==> config.mk <==
export PLATFORM = sky130hd
export DESIGN_NAME = dbg_scan_regs
export DESIGN_NICKNAME = d
export VERILOG_FILES = /design/src/rtl/dbg_scan_pkg.sv /design/src/rtl/dbg_scan_shifter.sv /design/src/rtl/dbg_watch_set.sv /design/src/rtl/dbg_scan_regs.sv
export SDC_FILE = /design/constraint.sdc
export NUM_CORES = 1
export LEC_CHECK = 0
export BUFFER_PORTS_ARGS = -buffer_cell sky130_fd_sc_hd__buf_4
export CORE_MARGIN = 4
export CORE_UTILIZATION = 50
export DETAILED_ROUTE_END_ITERATION = 10
export PLACE_DENSITY = 0.62
export SLEW_MARGIN = 25
export SYNTH_ARGS = -nofsm -noshare
export SYNTH_HDL_FRONTEND = slang
export SYNTH_HIERARCHICAL = 1
export SYNTH_SLANG_ARGS = --single-unit
==> constraint.sdc <==
create_clock -name clk -period 3.2 [get_ports clk]
set_input_delay 0.64 -clock clk [delete_from_list [all_inputs] [get_ports clk]]
set_output_delay 0.64 -clock clk [all_outputs]
set_load 0.005 [all_outputs]
==> src/rtl/dbg_scan_pkg.sv <==
package dbg_scan_pkg;
    localparam int DATA_W   = 32;
    localparam int ADDR_W   = 5;
    localparam int CHAIN_W  = DATA_W + ADDR_W + 1;
    localparam int DIR_BIT  = DATA_W + ADDR_W;

    localparam int CTRL_W   = 6;
    localparam int STAT_W   = 5;
    localparam int VCATCH_W = 8;
    localparam int CCTRL_W  = 6;
    localparam int MON_BIT  = 4;

    localparam int NUM_WP    = 2;
    localparam int WP_SLOTS  = 6;
    localparam int WP_CVAL_W = 9;
    localparam int WP_CMSK_W = 8;
    localparam int SLOT_W    = 3;
    localparam int WIN_W     = ADDR_W - SLOT_W;

    localparam logic [ADDR_W-1:0] A_CTRL   = 5'd0;
    localparam logic [ADDR_W-1:0] A_STAT   = 5'd1;
    localparam logic [ADDR_W-1:0] A_VCATCH = 5'd2;
    localparam logic [ADDR_W-1:0] A_CCTRL  = 5'd4;
    localparam logic [ADDR_W-1:0] A_CDATA  = 5'd5;

    typedef struct packed {
        logic                  pend_valid;
        logic [ADDR_W-1:0]     pend_addr;
        logic [CTRL_W-1:0]     ctrl;
        logic [VCATCH_W-1:0]   vcatch;
        logic [CCTRL_W-1:1]    ccfg;
        logic                  cfull;
        logic [DATA_W-1:0]     cdata;
    } core_state_t;
endpackage

==> src/rtl/dbg_scan_shifter.sv <==
module dbg_scan_shifter #(
    parameter int W = 38
) (
    input  logic         clk,
    input  logic         rst,
    input  logic         tdi,
    input  logic         capture_en,
    input  logic         shift_en,
    input  logic [W-1:0] cap_word,
    output logic [W-1:0] chain_q,
    output logic         tdo
);
    logic [W-1:0] chain_d;

    always_comb begin
        chain_d = chain_q;
        if (capture_en) begin
            chain_d = cap_word;
        end else if (shift_en) begin
            chain_d = {tdi, chain_q[W-1:1]};
        end
    end

    always_ff @(posedge clk) begin
        if (rst) chain_q <= '0;
        else     chain_q <= chain_d;
    end

    assign tdo = chain_q[0];

    AST_HOLD_IDLE: assert property (@(posedge clk) disable iff (rst)
        (!capture_en && !shift_en) |=> $stable(chain_q));
endmodule

==> src/rtl/dbg_watch_set.sv <==
module dbg_watch_set #(
    parameter int DW     = 32,
    parameter int CVW    = 9,
    parameter int CMW    = 8,
    parameter int SLOT_W = 3
) (
    input  logic              clk,
    input  logic              rst,
    input  logic              wr_en,
    input  logic [SLOT_W-1:0] wr_slot,
    input  logic [DW-1:0]     wr_data,
    input  logic [SLOT_W-1:0] rd_slot,
    output logic [DW-1:0]     rd_data
);
    typedef struct packed {
        logic [DW-1:0]  avl;
        logic [DW-1:0]  amk;
        logic [DW-1:0]  dvl;
        logic [DW-1:0]  dmk;
        logic [CVW-1:0] cvl;
        logic [CMW-1:0] cmk;
    } wp_state_t;

    wp_state_t s_d, s_q;

    always_comb begin
        s_d = s_q;
        if (wr_en) begin
            case (wr_slot)
                3'd0:    s_d.avl = wr_data;
                3'd1:    s_d.amk = wr_data;
                3'd2:    s_d.dvl = wr_data;
                3'd3:    s_d.dmk = wr_data;
                3'd4:    s_d.cvl = wr_data[CVW-1:0];
                3'd5:    s_d.cmk = wr_data[CMW-1:0];
                default: ;
            endcase
        end
    end

    always_ff @(posedge clk) begin
        if (rst) s_q <= '0;
        else     s_q <= s_d;
    end

    always_comb begin
        case (rd_slot)
            3'd0:    rd_data = s_q.avl;
            3'd1:    rd_data = s_q.amk;
            3'd2:    rd_data = s_q.dvl;
            3'd3:    rd_data = s_q.dmk;
            3'd4:    rd_data = {{(DW-CVW){1'b0}}, s_q.cvl};
            3'd5:    rd_data = {{(DW-CMW){1'b0}}, s_q.cmk};
            default: rd_data = '0;
        endcase
    end

    AST_WP_CMASK_LOAD: assert property (@(posedge clk) disable iff (rst)
        (wr_en && wr_slot == 3'd5) |=> (rd_slot != 3'd5 || rd_data[DW-1:CMW] == '0));
    AST_WP_NO_WRITE_HOLD: assert property (@(posedge clk) disable iff (rst)
        !wr_en |=> $stable(s_q));
endmodule

==> src/rtl/dbg_scan_regs.sv <==
module dbg_scan_regs
    import dbg_scan_pkg::*;
(
    input  logic              clk,
    input  logic              rst,
    input  logic              tdi,
    input  logic              capture_en,
    input  logic              shift_en,
    input  logic              update_en,
    input  logic [STAT_W-1:0] status_in,
    output logic              tdo,
    output logic              mon_mode
);
    core_state_t s_d, s_q;

    logic [CHAIN_W-1:0] chain_q;
    logic [CHAIN_W-1:0] cap_word;
    logic [DATA_W-1:0]  rd_word;
    logic [DATA_W-1:0]  wr_data;
    logic [ADDR_W-1:0]  wr_addr;
    logic               upd_wr;
    logic               upd_rd;
    logic [DATA_W-1:0]  wp_raw [NUM_WP];
    logic [DATA_W-1:0]  wp_rd  [NUM_WP];
    logic [DATA_W-1:0]  wp_any;

    assign wr_data = chain_q[DATA_W-1:0];
    assign wr_addr = chain_q[DIR_BIT-1:DATA_W];
    assign upd_wr  = update_en &&  chain_q[DIR_BIT];
    assign upd_rd  = update_en && !chain_q[DIR_BIT];

    dbg_scan_shifter #(.W(CHAIN_W)) u_shift (
        .clk        (clk),
        .rst        (rst),
        .tdi        (tdi),
        .capture_en (capture_en),
        .shift_en   (shift_en),
        .cap_word   (cap_word),
        .chain_q    (chain_q),
        .tdo        (tdo)
    );

    for (genvar g = 0; g < NUM_WP; g++) begin : g_wp
        localparam logic [WIN_W-1:0] WIN = WIN_W'(g + 1);
        logic wr_hit;
        assign wr_hit = upd_wr && (wr_addr[ADDR_W-1:SLOT_W] == WIN)
                        && (wr_addr[SLOT_W-1:0] < SLOT_W'(WP_SLOTS));
        dbg_watch_set #(
            .DW     (DATA_W),
            .CVW    (WP_CVAL_W),
            .CMW    (WP_CMSK_W),
            .SLOT_W (SLOT_W)
        ) u_set (
            .clk     (clk),
            .rst     (rst),
            .wr_en   (wr_hit),
            .wr_slot (wr_addr[SLOT_W-1:0]),
            .wr_data (wr_data),
            .rd_slot (s_q.pend_addr[SLOT_W-1:0]),
            .rd_data (wp_raw[g])
        );
        assign wp_rd[g] = (s_q.pend_addr[ADDR_W-1:SLOT_W] == WIN) ? wp_raw[g] : '0;
    end

    always_comb begin
        wp_any = '0;
        for (int i = 0; i < NUM_WP; i++) wp_any = wp_any | wp_rd[i];
    end

    always_comb begin
        rd_word = '0;
        if (s_q.pend_valid) begin
            case (s_q.pend_addr)
                A_CTRL:   rd_word = {{(DATA_W-CTRL_W){1'b0}}, s_q.ctrl};
                A_STAT:   rd_word = {{(DATA_W-STAT_W){1'b0}}, status_in};
                A_VCATCH: rd_word = {{(DATA_W-VCATCH_W){1'b0}}, s_q.vcatch};
                A_CCTRL:  rd_word = {{(DATA_W-CCTRL_W){1'b0}}, s_q.ccfg, s_q.cfull};
                A_CDATA:  rd_word = s_q.cdata;
                default:  rd_word = wp_any;
            endcase
        end
    end

    assign cap_word = {{(CHAIN_W-DATA_W){1'b0}}, rd_word};

    always_comb begin
        s_d = s_q;
        if (capture_en && s_q.pend_valid && s_q.pend_addr == A_CDATA) begin
            s_d.cfull = 1'b0;
        end
        if (upd_rd) begin
            s_d.pend_valid = 1'b1;
            s_d.pend_addr  = wr_addr;
        end
        if (upd_wr) begin
            s_d.pend_valid = 1'b0;
            case (wr_addr)
                A_CTRL:   s_d.ctrl   = wr_data[CTRL_W-1:0];
                A_VCATCH: s_d.vcatch = wr_data[VCATCH_W-1:0];
                A_CCTRL:  s_d.ccfg   = wr_data[CCTRL_W-1:1];
                A_CDATA: begin
                    s_d.cdata = wr_data;
                    s_d.cfull = 1'b1;
                end
                default: ;
            endcase
        end
    end

    always_ff @(posedge clk) begin
        if (rst) s_q <= '0;
        else     s_q <= s_d;
    end

    assign mon_mode = s_q.ctrl[MON_BIT];

    AST_STROBE_ONEHOT: assert property (@(posedge clk) disable iff (rst)
        $onehot0({capture_en, shift_en, update_en}));
    AST_MON_FROM_WRITE: assert property (@(posedge clk) disable iff (rst)
        (upd_wr && wr_addr == A_CTRL) |=> (mon_mode == $past(wr_data[MON_BIT])));
    AST_READ_SCAN_NO_WRITE: assert property (@(posedge clk) disable iff (rst)
        upd_rd |=> ($stable(s_q.ctrl) && $stable(s_q.vcatch) && $stable(s_q.cdata)));
    AST_IDLE_CAPTURE_ZERO: assert property (@(posedge clk) disable iff (rst)
        (capture_en && !s_q.pend_valid) |=> (chain_q == '0));
    AST_CAPTURE_HIGH_ZERO: assert property (@(posedge clk) disable iff (rst)
        capture_en |=> (chain_q[CHAIN_W-1:DATA_W] == '0));
    AST_COMMS_SET: assert property (@(posedge clk) disable iff (rst)
        (upd_wr && wr_addr == A_CDATA) |=> s_q.cfull);
    AST_COMMS_CLEAR: assert property (@(posedge clk) disable iff (rst)
        (capture_en && s_q.pend_valid && s_q.pend_addr == A_CDATA) |=> !s_q.cfull);
    AST_UNMAPPED_ZERO: assert property (@(posedge clk) disable iff (rst)
        (capture_en && s_q.pend_valid && (s_q.pend_addr == 5'd3 || s_q.pend_addr >= 5'd22))
        |=> (chain_q == '0));
endmodule

# After elaboration in Yosys (flattened, before gate mapping)
# Index checks and enable logic that the tools add are counted.
[word_totals]
latchBits = 0
output_inout_bits = 2
register_bits = 386
input_bits = 11
mem_bits_rw = 0
mem_count = 0
wordCells = 87
rom_bits = 0
[op_classes]
n_shift = 0
n_lt_le_gt_ge = 1
n_addsub = 0
bitwise = 1
eq_ne = 21
reduce_logical = 32
div = 0
mux = 11
mul = 0
[op_table]
columns = ["operator", "count"]
rows = [
  ["32-bit case mux with 6 select lines", 2],
  ["32-bit 2-to-1 mux", 5],
  ["32-bit case mux with 5 select lines", 1],
  ["33-bit 2-to-1 mux", 2],
  ["32-bit OR", 1],
  ["2-bit AND reduction", 16],
  ["5-bit by 3-bit == test with 1-bit output (second input constant)", 4],
  ["3-bit by 2-bit == test with 1-bit output (second input constant)", 4],
  ["3-bit == test (second input constant)", 4],
  ["5-bit by 2-bit == test with 1-bit output (second input constant)", 2],
  ["5-bit zero test", 2],
  ["1-bit logical AND", 8],
  ["3-bit by 1-bit == test with 1-bit output (second input constant)", 2],
  ["3-bit zero test", 2],
  ["5-bit by 1-bit == test with 1-bit output (second input constant)", 1],
  ["2-bit by 1-bit == test with 1-bit output (second input constant)", 2],
  ["2-bit == test (second input constant)", 2],
  ["2-bit OR reduction", 2],
  ["3-bit less-than comparator (second input constant)", 1],
  ["2-bit nonzero test", 1],
  ["1-bit zero test", 1],
  ["1-bit 2-to-1 mux", 1],
]

# Logic depth before layout (Yosys ltp)
[depth]
ltp_word = 7
depth_mapped = 10
mapped_depth_nobuf = 8

# By module
# The synthesis kept the hierarchy.
[by_module_without_submodules]
columns = ["mod", "cells_per_inst", "area_per_inst_um2", "n_inst", "seq_area_each_um2"]
rows = [
  ["dbg_watch_set", 758, 6271.0, 2, 2902.8],
  ["dbg_scan_regs", 365, 3071.7, 1, 1161.1],
  ["dbg_scan_shifter", 170, 1869.3, 1, 760.7],
]

# Least setup slack after synthesis
# No wires, ideal clock.
[synth_timing]
kind = "input-to-reg"
start = "in update_en"
end = "reg g_wp[0].u_set/s_q[130] (netlist bit)"
required_time_ps = 3068
t_arrival_ps = 2015
setup_time_ps = 132
path_buffers = 3
setup_slack_ps = 1053
cell_stages = 8
path_cell_list = "nand3_1 > nor3b_1 > buf_4 > or4b_1 > buf_2 > buf_6 > nand2_1 > a21oi_1"
[synth_between]
elab_chain_cells = 4
[synth_rtl]
columns = ["element", "line", "source"]
rows = [
  ["from (decl)", "dbg_scan_regs.sv:9", "input logic update_en,"],
  ["1-bit logical AND", "dbg_scan_regs.sv:29", "assign upd_wr = update_en && chain_q[DIR_BIT];"],
  ["1-bit logical AND", "dbg_scan_regs.sv:46", "assign wr_hit = upd_wr && (wr_addr[ADDR_W-1:SLOT_W] == WIN)"],
  ["1-bit logical AND", "dbg_scan_regs.sv:47", "&& (wr_addr[SLOT_W-1:0] < SLOT_W'(WP_SLOTS));"],
  ["via g_wp[0].wr_hit", "dbg_scan_regs.sv:45", "logic wr_hit;"],
  ["2-bit AND reduction (no source line)", "n/a", ""],
  ["to (signal assigned)", "dbg_watch_set.sv:42", "if (rst) s_q <= '0;"],
  ["to (signal assigned)", "dbg_watch_set.sv:43", "else s_q <= s_d;"],
  ["to (decl)", "dbg_watch_set.sv:24", "wp_state_t s_d, s_q;"],
]
# The timed path passes the listed nets, and every way through them passes these cells.
# A chain may end at the register's enable or synchronous reset.

==> results list <==
* Run status: completed
* Worst supply voltage drop on vdd: 0.4280 mV
- Level count of the clock H-tree: 2
* Final Hold Violating Endpoints: 0
- After detailed routing, the total wire length is 51120 um.
- Clock group share of total power: 0.468
* Utilization of the core after routing: 0.5590
- Pin count of the biggest net entering global routing: 88
* CTS Hold Buffers Added: 0
- Min-Delay Path Class: in2reg
* CP startpoint kind: flip-flop
- Worst hold slack across all endpoints: 313.9 ps
* PnR Total Power: 10.25 mW
* F_max: 393.2 MHz
* Final setup violation count: 0
- Hold depth: 2
- After clock tree synthesis, the repair step resized 0 gates.
* Overflow after GRT: 0
- A synthesized cell averages 8.524 um2.
- Clock buffer depth: 3
- In this run the post-CTS setup repair buffer count came out at 0.
- Dividing the final minimum period by the clock period gives 0.7948.
- Once detailed placement completed, the half-perimeter wirelength came to 29490 um.
- In this run, placement finished with an instance count of 2399.
* Number of non-filler instances in the completed layout: 2473
- The die is 195.0 um wide.
- Area share of the largest cell type after synthesis: 0.4420
* Worst-skew pair later-pin latency: 540 ps
- The number of pins exceeding their max-slew limit in the final report is 0.
* Max Cap Violations: 0
- Global-route wire length before repair: 79860 um
* Sum of met2 wire segment lengths after detailed routing: 23530 um
- Total Die Area: 0.03802 mm2
- Cell with the biggest individual delay on the critical path: dfxtp_4
- Counting flops with a built-in enable in the synthesized netlist gives 0.
- Critical path endpoint category: flip-flop
- Proportion of register bits with asynchronous set or reset after synthesis: 0
- Port bufs: 12
- Via count of the first global-routing pass: 13930
- The final route contains 14550 vias.
- At the placement stage, the worst setup path has a slack of 633.5 ps.
- After synthesis, the cell types taking the most area are dfxtp_1 44%, nand2_1 14%, a21oi_1 9.0%.
* Area of all placed cells without fillers: 0.01931 mm2
- Fraction of power consumed by combinational cells: 0.048
* Vertical die dimension: 195.0 um
- Clock root buffer: clkbuf_16
* Routed length on met1: 22520 um
- Data on the critical path is required at its endpoint by 3650 ps.
- After routing, the total negative slack on setup checks comes to 0 ps.
* Seq/Total Area, Yosys: 0.4420
* Reg-to-reg critical path endpoint: u_shift/chain_q[2]
* HP Start: update_en
- Iteration-0 DRC Markers: 1506
- In the detailed route, the total length drawn on met3 is 3870 um.
* Switching Share: 0.2326
- Total of flip-flops plus latches after synthesis: 386
- The path with the worst hold slack has its endpoint at s_q[57].
- Worst slew margin: 0.3433
* Sequential cell fraction of total power: 0.484
- During synthesis, Yosys emitted a total of 6 warnings.
- Clock slew at the register clock pins of the worst setup and hold paths: 60 ps
* Type of the worst setup path: reg2reg
- For this run, the post-layout net count is 1999.
* DRC Markers: 0
- The initial antenna violation count came to 0.
* Overall routing resource usage: 0.2601
- Total iterations of the first detailed-routing run: 8
* Critical Path AT: 2990 ps
- Cell internal pwr: 7.868 mW
- Power density relative to cell area: 530.9 mW/mm2
- In this run the critical register-to-register path is launched from s_q[54].
- Area after DPL: 0.01793 mm2
- Cell leakage power: 6.335 nW
- From synthesis to final layout, the design area changed by 10.45%.
- In this run the worst path has a maximum fanout of 40.
- For this run, the leading register cell type out of synthesis is dfxtp_1.
- Via density per instance: 5.884
- At the end of routability-driven placement, the weighted congestion stood at 0.8140.
- Power spent charging and discharging nets: 2.384 mW
* Number of top-level design ports: 13
* Number of routed nets with antenna violations: 0
* Critical path cell sequence: nand2b_1 -> o32ai_1 -> a221o_1 -> a22o_1 -> o21ai_0 -> a31oi_1 -> nor2b_1 -> a211oi_1
* Count of unique library cells instantiated by Yosys: 51
* Actual slew at the worst max-slew pin: 983.7 ps
- Proportion of layout cells with a drive suffix above 1: 0.1259
- Cells on worst reg2reg path: 8
- Biggest area consumer among synthesized cells: dfxtp_1
* Routed wirelength normalized by instance count: 20.67 um
* Post-layout worst setup margin: 656.7 ps
- Synthesis handed over a netlist of 2051 instances.
- Setup repair after global routing left no endpoint under its margin.
* Worst-case register-to-register setup slack: 660 ps
* Count of antenna diodes in the layout: 0
- Number of cell rows: 68
- Initial core utilization: 0.5061
* Cell Area, Synth: 0.01748 mm2
* Core outline area: 0.03454 mm2
- Max layer used: met4
- Clock tree from TritonCTS: yes
* Number of buffers added by the clock tree synthesis step: 42
- Final Skew: 17.15 ps
- Final critical-path required period: 2543 ps
- Number of sinks handled by clock tree synthesis: 386
- In this design, the stage delay of the slowest critical-path cell is 740 ps.
==> synthesized netlist by cell type, types with 3 or more instances <==
master / count
buf_6: 12
nor2_1: 35
a21oi_2: 8
buf_8: 3
buf_2: 65
a221o_1: 14
o22ai_1: 5
nor4bb_1: 6
inv_1: 24
a22oi_1: 6
a21boi_0: 6
a211oi_1: 19
clkbuf_1: 86
nand2_1: 660
o211ai_1: 3
mux4_2: 48
nand4bb_1: 6
o32ai_1: 15
nand4b_1: 4
buf_4: 16
nand2b_1: 3
mux2_2: 18
and4b_1: 6
o21ai_0: 6
nor2b_1: 113
dfxtp_1: 386
a21oi_1: 316
a211oi_2: 20
nor3b_1: 4
mux2i_1: 85
a222oi_1: 26
==> placed cells by master (no fill, tap or decap), drive strengths merged, types with 14 or more instances in the layout <==
cell,Yosys,routed
a222oi,26,26
a221o,14,14
mux2i,85,85
nor2,35,35
o32ai,15,15
a21oi,324,324
clkbuf,88,67
dfxtp,386,386
a211oi,39,39
mux4,48,48
inv,24,24
nand2,660,660
buf,97,73
mux2,18,18
nor2b,113,113
==> critical path: cells and delay by family, from the launching register on <==
kind / cells / cell delay [ps]
compound gates: 6 / 1260
flops: 1 / 740
simple gates: 2 / 430
==> registers in the layout, indices dropped and copies added, names as in the netlist <==
register         flops
g_wp.u_set/s_q     290
u_shift/chain_q     38
s_q                 57
mon_mode             1
==> how the worst max path moves through the flow <==
stage	start	end	slack, ps	cells past startpoint
2_1_floorplan	update_en	g_wp[0].u_set/s_q[130]	1050	8
5_1_grt	s_q[53]	u_shift/chain_q[2]	540	8
4_1_cts	s_q[53]	u_shift/chain_q[2]	740	8
6_report	s_q[54]	u_shift/chain_q[2]	660	8
3_5_place_dp	update_en	g_wp[1].u_set/s_q[134]	630	8
3_3_place_gp	update_en	s_q[15]	670	6
==> routing by layer <==
layer  up-vias  track usage
met3        90      0.04141
met2       558       0.4125
met1      7037       0.3702
met4         0      0.07551
met5         -            0
li1       6866            -
==> area by class of cell <==
class / count / area, um2
fillers: 3127 / 15230
multi-input cells: 1461 / 8817
flip-flops and latches: 386 / 7739
clock buffers: 67 / 1339
repair buffers: 73 / 718.2
well taps: 455 / 569.3
inverters: 24 / 90.09
clock inverters: 7 / 37.54
==> power by group through the flow <==
stage	Combinational, mW	Clock, mW	Sequential, mW
CTS	0.484	4.88	4.96
detailed placement	0.483	0	5.07
global route	0.518	5.08	4.97
global placement	0.479	0	5.07
finish	0.490	4.80	4.97
floorplan	0.356	0	5.01
==> cell families (layout without fill, tap and decap cells) <==
family                 count (synthesis)  after routing  synth area share
buffers and inverters                209            171           0.06019
DFF                                  386            386            0.4420
AOI/OAI and AO/OA                    453            453            0.1615
muxes                                151            151            0.1221
and+or+nand+nor                      851            851            0.2140
other                                  1              6         0.0002145
No activity file was read; power rests on OpenSTA's default activity.
